--- src/rtl/banked_irq_pkg.sv ---
package banked_irq_pkg;

    localparam int DATA_W    = 32;
    localparam int ADDR_W    = 6;
    localparam int B0_SRCS   = 8;
    localparam int BANK_SRCS = 32;
    localparam int SC1_N     = 5;
    localparam int SC2_N     = 6;
    localparam int SEL_W     = 7;
    localparam int IDX_W     = $clog2(BANK_SRCS);
    localparam int B0_IDX_W  = $clog2(B0_SRCS);

    // bit positions inside the small bank's pending word
    localparam int SUM1_BIT  = B0_SRCS;
    localparam int SUM2_BIT  = B0_SRCS + 1;
    localparam int SC1_BASE  = B0_SRCS + 2;
    localparam int SC2_BASE  = SC1_BASE + SC1_N;

    // flat selector index ranges: bank 1, bank 2, then small bank
    localparam int SEL_B2_LO = BANK_SRCS;
    localparam int SEL_B0_LO = 2 * BANK_SRCS;
    localparam int SEL_END   = 2 * BANK_SRCS + B0_SRCS;

    localparam logic [ADDR_W-1:0] A_PEND0 = 6'h00;
    localparam logic [ADDR_W-1:0] A_PEND1 = 6'h04;
    localparam logic [ADDR_W-1:0] A_PEND2 = 6'h08;
    localparam logic [ADDR_W-1:0] A_FAST  = 6'h0C;
    localparam logic [ADDR_W-1:0] A_SET1  = 6'h10;
    localparam logic [ADDR_W-1:0] A_SET2  = 6'h14;
    localparam logic [ADDR_W-1:0] A_SET0  = 6'h18;
    localparam logic [ADDR_W-1:0] A_CLR1  = 6'h1C;
    localparam logic [ADDR_W-1:0] A_CLR2  = 6'h20;
    localparam logic [ADDR_W-1:0] A_CLR0  = 6'h24;

    typedef struct packed {
        logic             en;
        logic [SEL_W-1:0] sel;
    } fast_ctl_t;

    typedef enum logic [1:0] {
        RT_NONE = 2'd0,
        RT_B0   = 2'd1,
        RT_B1   = 2'd2,
        RT_B2   = 2'd3
    } route_bank_e;

    // bank 1 source mirrored by shortcut slot k
    function automatic int sc1_src(input int k);
        case (k)
            0:       return 7;
            1:       return 9;
            2:       return 10;
            3:       return 18;
            default: return 19;
        endcase
    endfunction

    // bank 2 source mirrored by shortcut slot k
    function automatic int sc2_src(input int k);
        case (k)
            0:       return 21;
            1:       return 22;
            2:       return 23;
            3:       return 24;
            4:       return 25;
            default: return 30;
        endcase
    endfunction

    function automatic logic [BANK_SRCS-1:0] sc1_mask();
        logic [BANK_SRCS-1:0] m;
        m = '0;
        for (int k = 0; k < SC1_N; k++) m[sc1_src(k)] = 1'b1;
        return m;
    endfunction

    function automatic logic [BANK_SRCS-1:0] sc2_mask();
        logic [BANK_SRCS-1:0] m;
        m = '0;
        for (int k = 0; k < SC2_N; k++) m[sc2_src(k)] = 1'b1;
        return m;
    endfunction

endpackage

--- src/rtl/irq_mask_bank.sv ---
module irq_mask_bank #(
    parameter int W = 32
) (
    input  logic         clk,
    input  logic         rst,
    input  logic         set_we,
    input  logic         clr_we,
    input  logic [W-1:0] wdata,
    input  logic [W-1:0] src,
    output logic [W-1:0] en_q,
    output logic [W-1:0] pend
);
    always_ff @(posedge clk) begin
        if (rst)         en_q <= '0;
        else if (set_we) en_q <= en_q | wdata;
        else if (clr_we) en_q <= en_q & ~wdata;
    end

    assign pend = src & en_q;
endmodule

--- src/rtl/irq_summary.sv ---
module irq_summary
    import banked_irq_pkg::*;
(
    input  logic [B0_SRCS-1:0]   pend0,
    input  logic [BANK_SRCS-1:0] pend1,
    input  logic [BANK_SRCS-1:0] pend2,
    output logic [DATA_W-1:0]    word
);
    localparam logic [BANK_SRCS-1:0] M1 = sc1_mask();
    localparam logic [BANK_SRCS-1:0] M2 = sc2_mask();

    logic [SC1_N-1:0] mir1;
    logic [SC2_N-1:0] mir2;

    for (genvar k = 0; k < SC1_N; k++) begin : g_mir1
        assign mir1[k] = pend1[sc1_src(k)];
    end
    for (genvar k = 0; k < SC2_N; k++) begin : g_mir2
        assign mir2[k] = pend2[sc2_src(k)];
    end

    always_comb begin
        word                           = '0;
        word[B0_SRCS-1:0]              = pend0;
        word[SUM1_BIT]                 = |(pend1 & ~M1);
        word[SUM2_BIT]                 = |(pend2 & ~M2);
        word[SC1_BASE +: SC1_N]        = mir1;
        word[SC2_BASE +: SC2_N]        = mir2;
    end
endmodule

--- src/rtl/irq_fast_route.sv ---
module irq_fast_route
    import banked_irq_pkg::*;
(
    input  fast_ctl_t            ctl,
    input  logic [B0_SRCS-1:0]   src0,
    input  logic [BANK_SRCS-1:0] src1,
    input  logic [BANK_SRCS-1:0] src2,
    output logic [B0_SRCS-1:0]   route0,
    output logic [BANK_SRCS-1:0] route1,
    output logic [BANK_SRCS-1:0] route2,
    output logic                 fast_o
);
    route_bank_e bank;

    always_comb begin
        if (!ctl.en)                               bank = RT_NONE;
        else if (int'(ctl.sel) < SEL_B2_LO)        bank = RT_B1;
        else if (int'(ctl.sel) < SEL_B0_LO)        bank = RT_B2;
        else if (int'(ctl.sel) < SEL_END)          bank = RT_B0;
        else                                       bank = RT_NONE;
    end

    always_comb begin
        route0 = '0;
        route1 = '0;
        route2 = '0;
        case (bank)
            RT_B0:   route0 = B0_SRCS'(1) << ctl.sel[B0_IDX_W-1:0];
            RT_B1:   route1 = BANK_SRCS'(1) << ctl.sel[IDX_W-1:0];
            RT_B2:   route2 = BANK_SRCS'(1) << ctl.sel[IDX_W-1:0];
            default: ;
        endcase
    end

    assign fast_o = |(route0 & src0) | |(route1 & src1) | |(route2 & src2);
endmodule

--- src/rtl/banked_irq_ctrl.sv ---
module banked_irq_ctrl
    import banked_irq_pkg::*;
(
    input  logic                 clk,
    input  logic                 rst,
    input  logic [ADDR_W-1:0]    reg_addr,
    input  logic                 wr_en,
    input  logic [DATA_W-1:0]    wr_data,
    output logic [DATA_W-1:0]    rd_data,
    input  logic [B0_SRCS-1:0]   src_b0,
    input  logic [BANK_SRCS-1:0] src_b1,
    input  logic [BANK_SRCS-1:0] src_b2,
    output logic                 irq_o,
    output logic                 fast_o
);
    logic [B0_SRCS-1:0]   en0_q, pend0, route0;
    logic [BANK_SRCS-1:0] en1_q, pend1, route1;
    logic [BANK_SRCS-1:0] en2_q, pend2, route2;
    logic [DATA_W-1:0]    word0, word0_irq;
    fast_ctl_t            fast_ctl_q;

    irq_mask_bank #(.W(B0_SRCS)) u_bank0 (
        .clk(clk), .rst(rst),
        .set_we(wr_en && reg_addr == A_SET0),
        .clr_we(wr_en && reg_addr == A_CLR0),
        .wdata(wr_data[B0_SRCS-1:0]), .src(src_b0),
        .en_q(en0_q), .pend(pend0)
    );

    irq_mask_bank #(.W(BANK_SRCS)) u_bank1 (
        .clk(clk), .rst(rst),
        .set_we(wr_en && reg_addr == A_SET1),
        .clr_we(wr_en && reg_addr == A_CLR1),
        .wdata(wr_data[BANK_SRCS-1:0]), .src(src_b1),
        .en_q(en1_q), .pend(pend1)
    );

    irq_mask_bank #(.W(BANK_SRCS)) u_bank2 (
        .clk(clk), .rst(rst),
        .set_we(wr_en && reg_addr == A_SET2),
        .clr_we(wr_en && reg_addr == A_CLR2),
        .wdata(wr_data[BANK_SRCS-1:0]), .src(src_b2),
        .en_q(en2_q), .pend(pend2)
    );

    always_ff @(posedge clk) begin
        if (rst)                               fast_ctl_q <= '0;
        else if (wr_en && reg_addr == A_FAST)  fast_ctl_q <= wr_data[SEL_W:0];
    end

    irq_fast_route u_route (
        .ctl(fast_ctl_q), .src0(src_b0), .src1(src_b1), .src2(src_b2),
        .route0(route0), .route1(route1), .route2(route2), .fast_o(fast_o)
    );

    // software-visible word
    irq_summary u_sum_rd (
        .pend0(pend0), .pend1(pend1), .pend2(pend2), .word(word0)
    );

    // same word with the fast-routed source removed, feeds irq_o
    irq_summary u_sum_irq (
        .pend0(pend0 & ~route0), .pend1(pend1 & ~route1),
        .pend2(pend2 & ~route2), .word(word0_irq)
    );

    assign irq_o = |word0_irq;

    always_comb begin
        case (reg_addr)
            A_PEND0:         rd_data = word0;
            A_PEND1:         rd_data = pend1;
            A_PEND2:         rd_data = pend2;
            A_FAST:          rd_data = DATA_W'(fast_ctl_q);
            A_SET0, A_CLR0:  rd_data = DATA_W'(en0_q);
            A_SET1, A_CLR1:  rd_data = en1_q;
            A_SET2, A_CLR2:  rd_data = en2_q;
            default:         rd_data = '0;
        endcase
    end
endmodule

--- config.mk ---
export PLATFORM = sky130hd
export DESIGN_NAME = banked_irq_ctrl
export DESIGN_NICKNAME = d
export VERILOG_FILES = /design/src/rtl/banked_irq_pkg.sv /design/src/rtl/irq_mask_bank.sv /design/src/rtl/irq_summary.sv /design/src/rtl/irq_fast_route.sv /design/src/rtl/banked_irq_ctrl.sv
export SDC_FILE = /design/constraint.sdc
export NUM_CORES = 1
export LEC_CHECK = 0
export BUFFER_PORTS_ARGS = -buffer_cell sky130_fd_sc_hd__buf_2
export CORE_MARGIN = 5
export CORE_UTILIZATION = 59
export CTS_CLUSTER_DIAMETER = 40
export DETAILED_ROUTE_END_ITERATION = 10
export PLACE_DENSITY = 0.83
export SLEW_MARGIN = 20
export SYNTH_ARGS = -nofsm -noshare
export SYNTH_HDL_FRONTEND = slang
export SYNTH_SLANG_ARGS = --single-unit
--- constraint.sdc ---
create_clock -name clk -period 4.7 [get_ports clk]
set_clock_uncertainty 0.05 [all_clocks]
set_input_delay 1.41 -clock clk [delete_from_list [all_inputs] [get_ports clk]]
set_output_delay 1.41 -clock clk [all_outputs]
set_load 0.1 [all_outputs]
==> impl_metrics.tcl <==
set metrics [dict create \
    worstPathRequired_ps 3240 \
    rsz0062_at_grt "false" \
    internal-power_w 0.000958 \
    placement.io_buffers 146 \
    path_cells "buf_4 -> nor4b_2 -> nand2_1 -> a31oi_1 -> nand4_1 -> nor3_1 -> nand4_1 -> buf_2" \
    synth_simple_gate_area_share_pct 24.5 \
    yosysWarningCount 0 \
    ys_types 58 \
    status "complete, but fails checks" \
    n_antenna_cell 0 \
    syn_inst 858 \
    grt_pass1_wl_um 44600 \
    grt_use_total_pct 44.5 \
    clk_latency_ps 380 \
    power.switching_w 0.000458 \
    synthAdderAreaFrac_pct 0 \
    grt_pass1_vias 7910 \
    dp_hpwl_um 22200 \
    drt_iter0_drc 1868 \
    cts_buffers 9 \
    routabilityCongestion 1.29 \
    vias 8494 \
    start_util_pct 60.6 \
    cts_hold_buf 0 \
    synth_compound_area_share_pct 38.6 \
    cp_top_family "simple AND/OR/NAND/NOR gates" \
    synthMuxAreaShare_pct 2.66 \
    failed_checks "design-rule violations, negative setup slack" \
    place_area_sq_um 7830 \
    cpPeakStageDelay_ps 750 \
    ios 147 \
    multi_input_area_sq_um 4330 \
    power_w 0.00142 \
    async_reset_ff_share_pct 0 \
    synth_area_leader_cell "dfxtp_1" \
    worst_ep_arrival_time_ps 3310 \
    clockRootBuffer "clkbuf_8" \
    areaGrowthSynthToFinish_pct 29.0 \
    synth_edf_count 0 \
    yosysTopAreaCellShare_pct 25.6 \
    drive_gt1_share_pct 25.7 \
    fillers 767 \
    hold_path.class "flip-flop to flip-flop" \
    cts.htree.levels 3 \
    seq_area_sq_um 1600 \
    worst-path-buf-inv 2 \
    final_hold_viol_count 0 \
    synth_top_family_by_area "compound AO/OA/AOI/OAI gates" \
    synth_area_leaders "dfxtp_1, a21oi_1, a211oi_1" \
    dieHeight_um 113 \
    vias_per_cell 7.56 \
    firstDrtPassIters 11 \
    final.setup.worst_slack_ps -69.5 \
    p_comb_share_pct 15.4 \
    ys_seq_area_share_pct 25.6 \
    synth_flop_cell "dfxtp_1" \
    maxCapViolCount 0 \
    path_class "flip-flop to primary output" \
    p_per_area_nw_per_um2 175 \
    grt-ovfl-total 0 \
    drc_errors 39 \
    peakVddDrop_mv 0.217 \
    ys_ff_latch 80 \
    drt_wl_total_um 29700 \
    syn_area_sq_um 6260 \
    cp_max_fo 8 \
    die-area_sq_um 12800 \
    setup_viol 1 \
    core_sq_um 10300 \
    clk_pin_slew_ps 100 \
    clkPwrFrac_pct 36.0 \
    rows 37 \
    critPathMostFrequentCell "nand4_1" \
    swShare_pct 32.3 \
    antenna_left 0 \
    grt_max_degree 56 \
    layout.nets 1096 \
    synth.most_common_cell "a21oi_1" \
    slew_violations 0 \
    stdcell_area_sq_um 8070 \
    clock_path_buffers 2 \
    seq_power_share_pct 48.6 \
    clock-sinks 80 \
    tightest_slew_ps 1040 \
    cp-end-kind "primary output" \
    wl_per_cell_um 26.4 \
    cts_tree "built" \
    synth_xor_area_share_pct 0.140 \
    worst_path_max_delay_cell "nor4b_2" \
    syn_nets 971 \
    synth_common_cells "a21oi_1, nand2_1, dfxtp_1" \
    antenna_found_initial 0 \
    critPathLaunchType "flip-flop" \
    max_freq_ghz 0.210 \
    fin_crit_sh_pct 101 \
    maxSlewHeadroom_pct 31.0 \
    p_leak_nw 3.22 \
    layout_min_cycle_time_ps 4770 \
    die_x_um 113 \
    syn_area_per_cell_sq_um 7.29 \
]
## area by class of cell
cell class              count  share of cell area, %
clock inverters             7                  0.760
clock buffers               9                   1.54
well taps                 136                   2.11
inverters                  31                   1.44
flip-flops and latches     80                   19.9
multi-input cells         669                   53.7
repair buffers            192                   20.6
## cells by family after synthesis
group | count (synthesis)
AOI/OAI and AO/OA | 371
and+or+nand+nor | 281
buffers and inverters | 109
DFF | 80
muxes | 16
xor gates and xnor gates | 1
## cells in the final DEF, fill, tap and decap left out, types with 15 or more instances in the layout
master / netlist / routed
nor2_1: 22 / 19
nand4_1: 23 / 23
a22o_1: 15 / 15
a21oi_1: 139 / 139
dfxtp_1: 80 / 78
buf_4: 8 / 38
nand2_1: 112 / 112
buf_12: 0 / 40
a31oi_1: 31 / 31
inv_1: 31 / 31
a211oi_1: 66 / 66
a21o_1: 37 / 37
nand3_1: 49 / 49
a22oi_1: 18 / 17
buf_2: 33 / 113
## metal layers
metal / GRT usage [%] / part of all wire (%) / vias up
met3: 14.1 / 17 / 209
met2: 64.7 / 42 / 902
met1: 60.1 / 36 / 3848
met4: 20.0 / 6.2 / 0
li1: - / - / 3535
met5: 0 / 0 / -
## final timing paths
check / cells past startpoint / to / slack [ps] / from
max: 8 / irq_o / -70 / fast_ctl_q[5]
min: 2 / flip-flop / 440 / flip-flop
max reg2reg: 3 / fast_ctl_q[4] / 3520 / fast_ctl_q[4]
min reg2reg: 2 / flip-flop / 440 / flip-flop
## stage by stage
step / TNS (ps) / instances / utilization (%) / setup slack [ps] / hold slack (ps)
after CTS: 0 / 1122 / 77.7 / 6.91 / 438
after global placement: -5.66 / 1106 / 75.9 / -5.66 / 420
after global routing: 0 / 1124 / 78.2 / 5.78 / 461
final: -69.5 / 1124 / 78.2 / -69.5 / 439
after floorplan: -2060 / 858 / - / -258 / 400
after detailed placement: 0 / 1106 / 75.9 / 15.6 / 426
## repair_timing
| item | in CTS | in global routing |
|---|---|---|
| resized for setup | 0 | 9 |
| buffers inserted | 0 | 2 |
| setup endpoints to repair | 0 | 9 |
## worst register-to-register path, cell delays in order (launching register included)
cell     delay (ps)
dfxtp_1         570
buf_4           280
mux2i_1         100
nor2_1          110
## power by group through the flow
stage               Sequential, W  Combinational [W]  Clock (W)
finish                   0.000688           0.000218   0.000510
global route             0.000688           0.000228   0.000531
CTS                      0.000687           0.000206   0.000502
detailed placement       0.000703           0.000205          0
global placement         0.000703           0.000201          0
floorplan                0.000701          0.0000851          0
Note: power is estimated with default switching activity, not from simulation.
